$ cat src/rtl/vag_pkg.sv
package vag_pkg;

    typedef enum logic [1:0] {
        AM_UNIT   = 2'd0,
        AM_STRIDE = 2'd1,
        AM_INDEX  = 2'd2,
        AM_RSVD   = 2'd3
    } amode_e;

    typedef enum logic [1:0] {
        EW_8  = 2'd0,
        EW_16 = 2'd1,
        EW_32 = 2'd2,
        EW_64 = 2'd3
    } ewidth_e;

    typedef enum logic [1:0] {
        ST_IDLE  = 2'd0,
        ST_RUN   = 2'd1,
        ST_DRAIN = 2'd2
    } gstate_e;

    typedef struct packed {
        amode_e  mode;
        ewidth_e width;
        logic    masked;
    } vcfg_t;

    localparam int LANES = 8;

    function automatic logic [3:0] ew_bytes(ewidth_e w);
        return 4'd1 << w;
    endfunction

    function automatic logic [LANES-1:0] lane_enables(logic [2:0] low, ewidth_e w);
        logic [LANES-1:0] r;
        case (w)
            EW_8:    r = 8'b0000_0001 << low;
            EW_16:   r = 8'b0000_0011 << {low[2:1], 1'b0};
            EW_32:   r = 8'b0000_1111 << {low[2], 2'b00};
            default: r = 8'b1111_1111;
        endcase
        return r;
    endfunction

endpackage

$ cat src/rtl/vag_ctrl.sv
module vag_ctrl
    import vag_pkg::*;
#(
    parameter int MAX_VL = 64,
    parameter int VL_W   = 7,
    parameter int EL_W   = 6
) (
    input  logic            clk,
    input  logic            rst,
    input  logic            start,
    input  logic [VL_W-1:0] vl_in,
    input  logic            need_idx,
    input  logic            idx_valid,
    input  logic            slot_free,
    output logic            accept,
    output logic            busy,
    output logic            step,
    output logic [EL_W-1:0] elem,
    output logic            done
);

    gstate_e         state_q;
    logic [EL_W-1:0] elem_q;
    logic [EL_W-1:0] lastidx_q;
    logic            done_q;
    logic [VL_W-1:0] vl_eff;
    logic [VL_W-1:0] vl_m1;
    logic            at_last;

    always_comb begin
        vl_eff = (vl_in > VL_W'(MAX_VL)) ? VL_W'(MAX_VL) : vl_in;
        vl_m1  = vl_eff - VL_W'(1);
    end

    assign accept  = start && (state_q == ST_IDLE);
    assign busy    = (state_q != ST_IDLE);
    assign step    = (state_q == ST_RUN) && slot_free && (!need_idx || idx_valid);
    assign at_last = (elem_q == lastidx_q);
    assign elem    = elem_q;
    assign done    = done_q;

    always_ff @(posedge clk) begin
        if (rst) begin
            state_q   <= ST_IDLE;
            elem_q    <= '0;
            lastidx_q <= '0;
            done_q    <= 1'b0;
        end else begin
            done_q <= 1'b0;
            case (state_q)
                ST_IDLE: begin
                    if (accept) begin
                        elem_q    <= '0;
                        lastidx_q <= EL_W'(vl_m1);
                        state_q   <= (vl_eff == '0) ? ST_DRAIN : ST_RUN;
                    end
                end
                ST_RUN: begin
                    if (step) begin
                        if (at_last) begin
                            state_q <= ST_DRAIN;
                        end else begin
                            elem_q <= elem_q + EL_W'(1);
                        end
                    end
                end
                ST_DRAIN: begin
                    if (slot_free) begin
                        done_q  <= 1'b1;
                        state_q <= ST_IDLE;
                    end
                end
                default: state_q <= ST_IDLE;
            endcase
        end
    end

endmodule

$ cat src/rtl/vag_agen.sv
module vag_agen
    import vag_pkg::*;
#(
    parameter int ADDR_W = 32,
    parameter int MAX_VL = 64,
    parameter int EL_W   = 6
) (
    input  logic              clk,
    input  logic              rst,
    input  logic              accept,
    input  logic [ADDR_W-1:0] cfg_base,
    input  logic [ADDR_W-1:0] cfg_stride,
    input  vcfg_t             cfg,
    input  logic [MAX_VL-1:0] cfg_mask,
    input  logic              step,
    input  logic [EL_W-1:0]   elem,
    input  logic [ADDR_W-1:0] idx_data,
    output logic              need_idx,
    output logic              active,
    output logic [ADDR_W-1:0] addr,
    output logic [LANES-1:0]  be
);

    logic [ADDR_W-1:0] base_q;
    logic [ADDR_W-1:0] stride_q;
    vcfg_t             cfg_q;
    logic [MAX_VL-1:0] mask_q;
    logic [ADDR_W-1:0] off_q;
    logic [ADDR_W-1:0] inc;

    assign need_idx = (cfg_q.mode == AM_INDEX);

    always_comb begin
        if (cfg_q.mode == AM_STRIDE) begin
            inc = stride_q;
        end else begin
            inc = {{(ADDR_W-4){1'b0}}, ew_bytes(cfg_q.width)};
        end
    end

    always_ff @(posedge clk) begin
        if (rst) begin
            base_q   <= '0;
            stride_q <= '0;
            cfg_q    <= '{mode: AM_UNIT, width: EW_8, masked: 1'b0};
            mask_q   <= '0;
            off_q    <= '0;
        end else if (accept) begin
            base_q   <= cfg_base;
            stride_q <= cfg_stride;
            cfg_q    <= cfg;
            mask_q   <= cfg_mask;
            off_q    <= '0;
        end else if (step) begin
            off_q <= off_q + inc;
        end
    end

    assign addr   = base_q + (need_idx ? idx_data : off_q);
    assign active = !cfg_q.masked || mask_q[elem];
    assign be     = lane_enables(addr[2:0], cfg_q.width);

endmodule

$ cat src/rtl/vag_oreg.sv
module vag_oreg
    import vag_pkg::*;
#(
    parameter int ADDR_W = 32,
    parameter int EL_W   = 6
) (
    input  logic              clk,
    input  logic              rst,
    input  logic              load,
    input  logic [ADDR_W-1:0] in_addr,
    input  logic [LANES-1:0]  in_be,
    input  logic [EL_W-1:0]   in_elem,
    input  logic              req_ready,
    output logic              req_valid,
    output logic [ADDR_W-1:0] req_addr,
    output logic [LANES-1:0]  req_be,
    output logic [EL_W-1:0]   req_elem,
    output logic              slot_free
);

    assign slot_free = !req_valid || req_ready;

    always_ff @(posedge clk) begin
        if (rst) begin
            req_valid <= 1'b0;
            req_addr  <= '0;
            req_be    <= '0;
            req_elem  <= '0;
        end else if (load) begin
            req_valid <= 1'b1;
            req_addr  <= in_addr;
            req_be    <= in_be;
            req_elem  <= in_elem;
        end else if (req_ready) begin
            req_valid <= 1'b0;
        end
    end

endmodule

$ cat src/rtl/vec_addr_gen.sv
module vec_addr_gen
    import vag_pkg::*;
#(
    parameter int ADDR_W = 32,
    parameter int MAX_VL = 64,
    localparam int VL_W  = $clog2(MAX_VL + 1),
    localparam int EL_W  = $clog2(MAX_VL)
) (
    input  logic              clk,
    input  logic              rst,
    input  logic              start,
    input  logic [1:0]        cfg_mode,
    input  logic [1:0]        cfg_width,
    input  logic              cfg_masked,
    input  logic [ADDR_W-1:0] cfg_base,
    input  logic [ADDR_W-1:0] cfg_stride,
    input  logic [VL_W-1:0]   cfg_vl,
    input  logic [MAX_VL-1:0] cfg_mask,
    input  logic              idx_valid,
    input  logic [ADDR_W-1:0] idx_data,
    output logic              idx_ready,
    output logic              req_valid,
    input  logic              req_ready,
    output logic [ADDR_W-1:0] req_addr,
    output logic [7:0]        req_be,
    output logic [EL_W-1:0]   req_elem,
    output logic              busy,
    output logic              done
);

    vcfg_t             cfg_in;
    logic              accept;
    logic              step;
    logic              need_idx;
    logic              active;
    logic              slot_free;
    logic [EL_W-1:0]   elem;
    logic [ADDR_W-1:0] elem_addr;
    logic [LANES-1:0]  elem_be;

    assign cfg_in = '{mode: amode_e'(cfg_mode), width: ewidth_e'(cfg_width), masked: cfg_masked};

    vag_ctrl #(.MAX_VL(MAX_VL), .VL_W(VL_W), .EL_W(EL_W)) u_ctrl (
        .clk       (clk),
        .rst       (rst),
        .start     (start),
        .vl_in     (cfg_vl),
        .need_idx  (need_idx),
        .idx_valid (idx_valid),
        .slot_free (slot_free),
        .accept    (accept),
        .busy      (busy),
        .step      (step),
        .elem      (elem),
        .done      (done)
    );

    vag_agen #(.ADDR_W(ADDR_W), .MAX_VL(MAX_VL), .EL_W(EL_W)) u_agen (
        .clk        (clk),
        .rst        (rst),
        .accept     (accept),
        .cfg_base   (cfg_base),
        .cfg_stride (cfg_stride),
        .cfg        (cfg_in),
        .cfg_mask   (cfg_mask),
        .step       (step),
        .elem       (elem),
        .idx_data   (idx_data),
        .need_idx   (need_idx),
        .active     (active),
        .addr       (elem_addr),
        .be         (elem_be)
    );

    vag_oreg #(.ADDR_W(ADDR_W), .EL_W(EL_W)) u_oreg (
        .clk       (clk),
        .rst       (rst),
        .load      (step && active),
        .in_addr   (elem_addr),
        .in_be     (elem_be),
        .in_elem   (elem),
        .req_ready (req_ready),
        .req_valid (req_valid),
        .req_addr  (req_addr),
        .req_be    (req_be),
        .req_elem  (req_elem),
        .slot_free (slot_free)
    );

    assign idx_ready = step && need_idx;

endmodule

$ cat config.mk
export PLATFORM = sky130hd
export DESIGN_NAME = vec_addr_gen
export DESIGN_NICKNAME = d
export VERILOG_FILES = /design/src/rtl/vag_pkg.sv /design/src/rtl/vag_ctrl.sv /design/src/rtl/vag_agen.sv /design/src/rtl/vag_oreg.sv /design/src/rtl/vec_addr_gen.sv
export SDC_FILE = /design/constraint.sdc
export NUM_CORES = 1
export LEC_CHECK = 0
export BUFFER_PORTS_ARGS = -buffer_cell sky130_fd_sc_hd__clkbuf_2
export CAP_MARGIN = 20
export CORE_AREA = 2 2 208 159
export DETAILED_ROUTE_END_ITERATION = 10
export DIE_AREA = 0 0 210 161
export PLACE_DENSITY = 0.58
export SLEW_MARGIN = 20
export SYNTH_ARGS = -nofsm -noshare
export SYNTH_HDL_FRONTEND = slang
export SYNTH_SLANG_ARGS = --single-unit
$ cat constraint.sdc
create_clock -name clk -period 8.52 [get_ports clk]
set_input_delay 0 -clock clk [delete_from_list [all_inputs] [get_ports clk]]
set_output_delay 0 -clock clk [all_outputs]
set_load 0.05 [all_outputs]
# Yosys cells after proc, flatten, opt, wreduce, memory -nomap -nowiden
# Index checks and enable logic that the tools add are counted.
[classes]
n_addsub = 4
magnitude_cmp = 2
n_eq_ne = 12
shifts = 4
muxes = 19
bitwise_logic = 1
n_reduce_logical = 22
[ops]
columns = ["cell", "n"]
rows = [
  ["$add 32x32->32", 2],
  ["$mux 32", 2],
  ["$pmux 8 s3", 1],
  ["$mux 6", 3],
  ["$pmux 6 s2", 1],
  ["$mux 2", 5],
  ["$reduce_and 4->1", 2],
  ["$shl 1x3->8 const A", 1],
  ["$shl 2x3->8 const A", 1],
  ["$shl 4x3->8 const A", 1],
  ["$gt 7x7->1 const B", 1],
  ["$logic_not 7->1", 1],
  ["$lt 6x7->1 const B", 1],
  ["$mux 7", 1],
  ["$add 6x1->6 const B", 1],
  ["$bmux 1 s6", 1],
  ["$eq 2x1->1 const B", 3],
  ["$eq 2x2->1 const B", 3],
  ["$eq 6x6->1", 1],
  ["$ne 2x2->1 const B", 3],
  ["$pmux 2 s3", 1],
  ["$reduce_bool 2->1", 3],
  ["$sub 6x1->6 const B", 1],
  ["$logic_and 1x1->1", 5],
  ["9 further kinds", 19],
]
[word_totals]
ff_bits = 227
inputBits = 177
out_inout_bits = 50
elab_cells = 79

# Logic depth before layout (Yosys ltp)
# Gate-level depths: netlist of the first run.
[logic_depth]
ltp_word = 6
ltp_mapped = 17

# Hierarchy
# Synthesis of the first run repeated with hierarchy kept, for this count alone.
[unflattened]
hier_cells = 1416
area_unflattened_um2 = 12921.1
[by_module_without_submodules]
columns = ["mod", "n_inst", "cells_per_inst", "area_per_inst_um2", "seq_area_each_um2"]
rows = [
  ["vag_agen", 1, 1163, 10341.2, 3303.2],
  ["vag_oreg", 1, 152, 1689.1, 940.9],
  ["vag_ctrl", 1, 99, 878.3, 300.3],
  ["vec_addr_gen", 1, 2, 12.5, 0.0],
]

# Least setup slack after synthesis of the first run
# No wires, ideal clock.
[synth_timing]
path_kind = "register to register"
from = "register u_agen.cfg_q[4] in the netlist's numbering"
to = "register u_agen.off_q[30]"
setup_time_ns = 0.127
t_arrival_ns = 3.534
slack_ns = 4.859
stages_incl_launch_ff = 17
period_less_slack_ns = 3.661
path_cell_list = "dfxtp_1 and2b_2 bufbuf_16 clkbuf_1 o31ai_1 ha_1 inv_1 fa_1 nor2b_1 o21a_1 o21a_1 o21ai_1 a41oi_1 a21o_1 a31oi_1 o2111a_1 or3_1"
[synth_via]
elab_chain_cells = 4
[synth_rtl]
columns = ["item", "line", "source"]
rows = [
  ["start, declared", "vag_agen.sv:26", "vcfg_t cfg_q;"],
  ["start signal, assigned", "vag_agen.sv:45", "cfg_q <= '{mode: AM_UNIT, width: EW_8, masked: 1'b0};"],
  ["start signal, assigned", "vag_agen.sv:51", "cfg_q <= cfg;"],
  ["branches (longest 4 deep; another with $add 32x32->32)", "-", ""],
  ["end signal, assigned", "vag_agen.sv:55", "off_q <= off_q + inc;"],
  ["end, declared", "vag_agen.sv:28", "logic [ADDR_W-1:0] off_q;"],
]
# Parallel ways; which one is timed is not known.
# A chain may end at the register's enable or synchronous reset.

# Worst setup path after layout of the first run
# Ends and elaborated chain as after synthesis.

==> out/results.tsv, run 1 <==
metric	value	unit
run status	finished, final reports clean	
final worst-path setup slack	4.40	ns
Horiz. Die Dim	210	um
most frequent cells in the layout	nand2_1 (441), a21oi_1 (233), dfxtp_1 (227)	
Core Region	31900	sq um
maximum root-to-sink buffer count	3	
DP Area	13800	sq um
maxcap violations	0	
commonest non-fill, non-tap cell in the layout	nand2_1	
pwr/cell area	179	nW/um^2
Post-CTS Setup Repair Bufs	0	
Mapped Cells	1602	
Startpoint Class	flop	
initial antenna violation count	5	
Period Utilization, post-route	48.3	%
Clock Root Buffer	clkbuf_16	
Vias/cell	5.23	
multi-input logic area	7480	sq um
final non-filler cell total	2352	
Slew @ Worst Pin	1.01	ns
final setup skew	0.00991	ns
CP endpoint kind	flop	
CP max stage cell	and2b_2	
Setup crit end	u_agen.off_q[30]	
clk sinks	227	
Reg2Reg Launch Point	u_agen.cfg_q[4]	
vias in the first global route	11709	
share of cells above drive strength 1	16.6	%
port bufs	226	
largest net degree at the start of global routing	108	
Remaining Overflow, GRT	0	
Post-Syn Nets	1851	
headroom to the max-slew limit	32.4	%
crit path max fanout	37	
Syn Area/Cell	7.84	sq um
Critical Path AT	4.54	ns
final wirelength	39.0	mm
WP data required	8.95	ns
RR Endpoint	u_agen.off_q[30]	
crit path launch	u_agen.cfg_q[4]	
remaining antenna violation count	0	
setup TNS	0	ns
critical setup path kind	flop to flop	
GRT Util Overall	22.8	%
IO Pins	227	
CP peak stage delay	0.59	ns
Synth Flop Type	dfxtp_1	
first-pass iteration count of the detailed router	5	
final-stage net count	2165	
final hold violation count	0	
Iter 0 DRT Violations	958	
# H-tree levels	1	
Area contributors post-synth	dfxtp_1 (36%), nand2_1 (13%), a21oi_1 (9.3%)	
first-pass GRT wire length	62.3	mm
Post-synth EDFFs	0	
unrepaired setup endpoints after global routing	false	
most frequent CP cell	o21a_1	
Clk pin slew, worst setup/hold paths	0.06	ns
placed cells	2157	
Final Cell Area	16200	sq um
top-area cell type share of the netlist area	36.2	%
FF-to-FF setup slack	4.40	ns
Distinct cells, synth	80	
CTS tree	built	
Leakage	7.08	nW
Placement Setup Slack	4.44	ns
cells along the critical path	and2b_2 > nand2_1 > o31ai_1 > ha_1 > inv_1 > fa_1 > nor2b_1 > o21a_1 > o21a_1 > o21ai_1 > a41oi_1 > a21o_1 > a31oi_1 > o2111a_1 > or3_1	
min Tclk post-route	4.12	ns
Final Wtd Congestion	0.904	
fmax	243	MHz
final hold slack	0.0477	ns
Final Max Slew Viols	0	
hold path cells	6	
Hold Crit Class	primary input to flop	
Netlist Area Pre-Place	12600	sq um
number of buffers created by CTS	26	
register bit total from synthesis	227	
Crit path max-delay family	compound AO/OA/AOI/OAI gates	
Die Footprint	33800	sq um
total number of vias	12305	
DP Wirelength	27.6	mm
Area growth syn-to-layout	28.6	%
fraction of registers with async set/reset	0	%
wire per inst	16.6	um
Seq/Total Area, Yosys	36.2	%
number of buffers and inverters on the critical path	1	
FP Rows	57	
Clk Latency, worst-skew pair	0.54	ns
Power, Total	2.88	mW
cell taking the most area after synthesis	dfxtp_1	
cell count of the worst reg-to-reg path	15	
FF+latch area	4540	sq um
DRC violations left	0	
fin util	50.7	%
filler cell count in the final layout	3126	
hold_buf cts	144	
CP Depth	15	
VDD IR-drop max	0.148	mV
Resize count post-CTS	0	
Initial Util	39.4	%
Die Y	161	um
final setup vio count	0	
yosys warns	0	
[area by class of cell]
| cell class | count | share of cell area, % |
|---|---|---|
| clock inverters | 11 | 0.767 |
| diodes | 5 | 0.0774 |
| clock buffers | 35 | 4.55 |
| well taps | 413 | 3.20 |
| repair buffers | 381 | 16.5 |
| flip-flops and latches | 227 | 28.1 |
| inverters | 23 | 0.534 |
| multi-input cells | 1257 | 46.3 |
[worst register-to-register path, delay by kind of cell, from the launching register on]
family	cells	cell delay [ns]
AOI/OAI and AO/OA	8	1.66
adders and majority gates	2	0.68
buffers and inverters	1	0.08
DFF	1	0.33
and+or+nand+nor	4	1.26
[report_power, final]
group | internal (mW) | leakage, nW | switching (mW)
clock | 0.667 | 0.427 | 0.465
combinational | 0.219 | 4.80 | 0.350
sequential | 1.13 | 1.85 | 0.0504
[cells by family (layout without fill, tap and decap cells)]
logic type,after synthesis,count (layout),share of synthesized area (%)
adders and majority gates,72,72,7.29
DFF,227,227,36.2
other,0,5,0
xor gates and xnor gates,51,51,3.56
and+or+nand+nor,677,677,23.3
buffers and inverters,118,450,4.47
AOI/OAI and AO/OA,416,416,20.1
muxes,41,41,5.16
[layer usage]
metal,GRT usage (%),routed length [um]
met5,0,0
met1,34.3,19700
met2,33.3,16200
met3,3.34,1990
met4,7.25,1120
[Yosys cell counts, drive strengths merged, types with 4 or more instances]
library cell  number
a211oi            16
a21o              35
a21oi            234
a22o               7
a31oi             12
and2              30
and3               6
and4               4
buf               18
clkbuf            74
dfxtp            227
ha                70
inv               23
mux2i             22
mux4              19
nand2            442
nand2b            12
nand3              9
nand3b            15
nand4             10
nor2              90
nor2b             12
nor3              20
nor3b              5
o211ai             7
o21a              12
o21ai             47
o21bai             4
o31ai              6
o41ai              6
or2                4
or3                9
xnor2             29
xor2              22
[how the worst min path moves through the flow]
stage | endpoint | slack [ns] | startpoint
2_1_floorplan | u_agen.stride_q[10] | 0.14 | cfg_stride[10]
3_3_place_gp | u_agen.stride_q[26] | 0.22 | cfg_stride[26]
3_5_place_dp | u_agen.mask_q[17] | 0.23 | cfg_mask[17]
4_1_cts | u_ctrl.lastidx_q[5] | 0.01 | cfg_vl[4]
5_1_grt | u_ctrl.state_q[0] | 0.10 | start
6_report | u_ctrl.lastidx_q[5] | 0.05 | cfg_vl[4]
[sequential cells by signal, summed over array words and instances (netlist names)]
register          cells
u_agen.base_q        32
u_agen.cfg_q          5
u_agen.mask_q        64
u_agen.off_q         32
u_agen.stride_q      32
u_ctrl.done           1
u_ctrl.elem           6
u_ctrl.lastidx_q      6
u_ctrl.state_q        2
u_oreg.req_addr      32
u_oreg.req_be         8
u_oreg.req_elem       6
u_oreg.req_valid      1
Note: power is estimated with default switching activity, not from simulation.
==> run 2: changes to the inputs <==
ABC_AREA = 1   (was not set)
CORE_AREA = 2 2 216 165   (was 2 2 208 159)
DIE_AREA = 0 0 218 167   (was 0 0 210 161)
clock period = 4.1 ns   (was 8.52 ns; I/O delays follow)
==> out/results.tsv, run 2 <==
metric	value	unit	change
run status	finished, final reports clean		
Seq/Total Area, Yosys	33.4	%	-2.7 points
Remaining Overflow, GRT	0		unchanged
FF+latch area	4540	sq um	unchanged
cells along the critical path	inv_1 > nand2_1 > inv_1 > buf_4 > o21ai_0 > ha_1 > nand2_1 > inv_1 > nand2_1 > nor3_1 > nand3_1 > or2_2 > nand2_1 > nand2_1 > nand2_1 > nand3_1 > nand2_1 > nor2_1		
Top reg by flops	u_agen.mask_q		
initial antenna violation count	0		-5
pwr/cell area	543	nW/um^2	+200%
final wirelength	47.2	mm	+21%
final setup vio count	0		unchanged
Die Footprint	36400	sq um	+7.7%
cell count of the worst reg-to-reg path	18		+3
FP Rows	59		+3.5%
Vias/cell	5.08		-2.9%
Comb power frac	44.0	%	+24 points
headroom to the max-slew limit	39.4	%	+7.0 points
clk sinks	227		unchanged
first-pass GRT wire length	74.3	mm	+19%
Crit path max-delay family	simple AND/OR/NAND/NOR gates		
Area growth syn-to-layout	27.6	%	
Clk pin slew, worst setup/hold paths	0.06	ns	about the same
fmax	294	MHz	+21%
filler cell count in the final layout	3517		+13%
worst min-delay path startpoint	cfg_vl[3]		
CP endpoint kind	flop		
CTS tree	built		
ANT cells	0		-5
clock power share	24.3	%	-15 points
Netlist Area Pre-Place	13600	sq um	+8.2%
first-pass iteration count of the detailed router	6		+1
min Tclk post-route	3.40	ns	-0.714 ns
Reg2Reg Launch Point	u_agen.cfg_q[3]		
GRT Util Overall	25.5	%	+2.7 points
port bufs	226		unchanged
multi-input logic area	7890	sq um	+5.5%
Startpoint Class	flop		
Distinct cells, synth	44		-45%
DP Wirelength	34.7	mm	+26%
most frequent CP cell	nand2_1		
critical setup path kind	flop to flop		
Hold Crit Class	primary input to flop		
max FFs per register	64		unchanged
Mapped Cells	2125		+33%
Resize count post-CTS	0		unchanged
Critical Path AT	3.84	ns	-0.70 ns
DRC violations left	0		unchanged
number of buffers and inverters on the critical path	4		+3
most frequent cell after synthesis	nand2_1		
IO Pins	227		unchanged
yosys warns	0		unchanged
Final Wtd Congestion	0.925		+2.3%
Clock Root Buffer	clkbuf_16		
vias in the first global route	13970		+19%
final-stage net count	2690		+24%
Clk Latency, worst-skew pair	0.55	ns	about the same
Final Max Slew Viols	0		unchanged
Initial Util	39.7	%	+0.28 points
most frequent cells after synthesis	nand2_1 (608), nand3_1 (275), dfxtp_1 (227), nor2_1 (195), inv_1 (193)		
crit path max fanout	58		+57%
CP peak stage delay	0.42	ns	-0.17 ns
commonest non-fill, non-tap cell in the layout	nand2_1		
largest net degree at the start of global routing	101		-6.5%
Die Y	167	um	+3.7%
FF-to-FF setup slack	0.70	ns	-3.71 ns
VDD IR-drop max	0.382	mV	+160%
final setup skew	0.0113	ns	+0.00137 ns
register bit total from synthesis	227		unchanged
Post-Syn Nets	2374		+28%
Reg power frac	31.7	%	-9.3 points
RR Endpoint	u_oreg.req_addr[25]		
Slew @ Worst Pin	0.910	ns	-0.105 ns
fraction of registers with async set/reset	0	%	unchanged
switching part of the total power	43.7	%	+14 points
Syn Area/Cell	6.40	sq um	-18%
maxcap violations	0		unchanged
Leakage	8.31	nW	+17%
Horiz. Die Dim	218	um	+3.8%
CP max stage cell	ha_1		
Iter 0 DRT Violations	1091		+14%
WP data required	4.54	ns	-4.41 ns
unrepaired setup endpoints after global routing	false		
# H-tree levels	1		unchanged
end of the worst hold path	u_ctrl.lastidx_q[3]		
top-area cell type share of the netlist area	33.4	%	-2.7 points
Area contributors post-synth	dfxtp_1 (33%), nand2_1 (17%), nand3_1 (10%)		
internal power	5.30	mW	+160%
Period Utilization, post-route	83.0	%	+35 points
number of buffers created by CTS	25		-3.8%
final hold violation count	0		unchanged
cell taking the most area after synthesis	dfxtp_1		
Sw Pwr	4.11	mW	+370%
most frequent cells in the layout	nand2_1 (608), nand3_1 (275), dfxtp_1 (227)		
remaining antenna violation count	0		unchanged
Synth Flop Type	dfxtp_1		
hold path cells	5		-1
share of cells above drive strength 1	12.1	%	-4.5 points
Core Region	34300	sq um	+7.4%
Post-synth EDFFs	0		unchanged
total number of vias	14825		+20%
Power, Total	9.41	mW	+230%
maximum root-to-sink buffer count	3		unchanged
wire per inst	16.2	um	-2.4%
setup TNS	0	ns	unchanged
[run 2: cell count changes after synthesis, moves of 27 or more]
cell and change:
nand3_1 +267, inv_1 +171, nand2_1 +166, nor2_1 +105
o21ai_0 +98, a21oi_1 -52, a21o_1 -27, and2_1 -27
[run 2: logic make-up after synthesis]
family          count (synthesis)  share of synthesized area (%)
fa+ha+maj                      72                           6.74
xor+xnor                       38                           2.45
flops                         227                           33.4
buf+inv                       298                           8.65
mux                             1                         0.0736
compound gates                361                           13.9
simple gates                 1128                           34.7
[run 2: timing repair]
item,CTS,global route
hold buffers,148,0
hold endpoints to repair,145,0
setup buffers,0,0
[run 2: how the worst max path moves through the flow]
stage | startpoint | endpoint | depth (start not counted)
after floorplan | u_agen.cfg_q[3] | u_agen.off_q[24] | 18
after global placement | u_agen.cfg_q[3] | u_oreg.req_addr[25] | 18
after detailed placement | u_agen.cfg_q[3] | u_oreg.req_addr[25] | 18
after CTS | u_agen.cfg_q[3] | u_oreg.req_addr[25] | 18
after global routing | u_agen.cfg_q[3] | u_oreg.req_addr[25] | 18
final | u_agen.cfg_q[3] | u_oreg.req_addr[25] | 18
[run 2: power groups by stage]
stage          clock, mW  sequential (mW)  combinational (mW)
2_1_floorplan          0             3.50                2.42
3_3_place_gp           0             3.01                3.95
3_5_place_dp           0             3.02                3.98
4_1_cts             2.35             2.97                4.12
5_1_grt             2.44             3.03                4.60
6_report            2.29             2.98                4.14
[run 2: cell type report]
cell class | count | share of cell area (%)
inverter | 197 | 4.29
multi-input combinational | 1600 | 45.5
timing repair buffer | 390 | 16.0
sequential | 227 | 26.2
clock buffer | 35 | 4.11
clock inverter | 11 | 0.628
tap | 457 | 3.30
[run 2: per-stage QoR]
step           instance area [sq um]  worst slack (ns)  hold WS [ns]  std cells  utilization, %
2_1_floorplan                  13600              1.24         0.108       2125               -
4_1_cts                        17300             0.737        0.0149       2917            50.6
3_3_place_gp                   15000             0.775         0.223       2722            43.8
6_report                       17300             0.698        0.0557       2917            50.6
3_5_place_dp                   15000             0.761         0.227       2723            43.9
5_1_grt                        17300             0.348        0.0852       2917            50.6
[run 2: metal layers]
| metal | wire length (um) | GRT usage, % | up-vias |
|---|---|---|---|
| li1 | - | - | 7573 |
| met1 | 23600 | 38.4 | 6731 |
| met2 | 19300 | 37.4 | 436 |
| met3 | 2740 | 3.03 | 85 |
| met4 | 1640 | 8.16 | 0 |
| met5 | 0 | 0 | - |
[run 2: worst register-to-register path: cells and delay by family, from the launching register on]
family	cells	cell delay (ns)
compound gates	1	0.21
fa+ha+maj	1	0.42
buf+inv	4	0.68
flops	1	0.30
simple gates	12	1.70
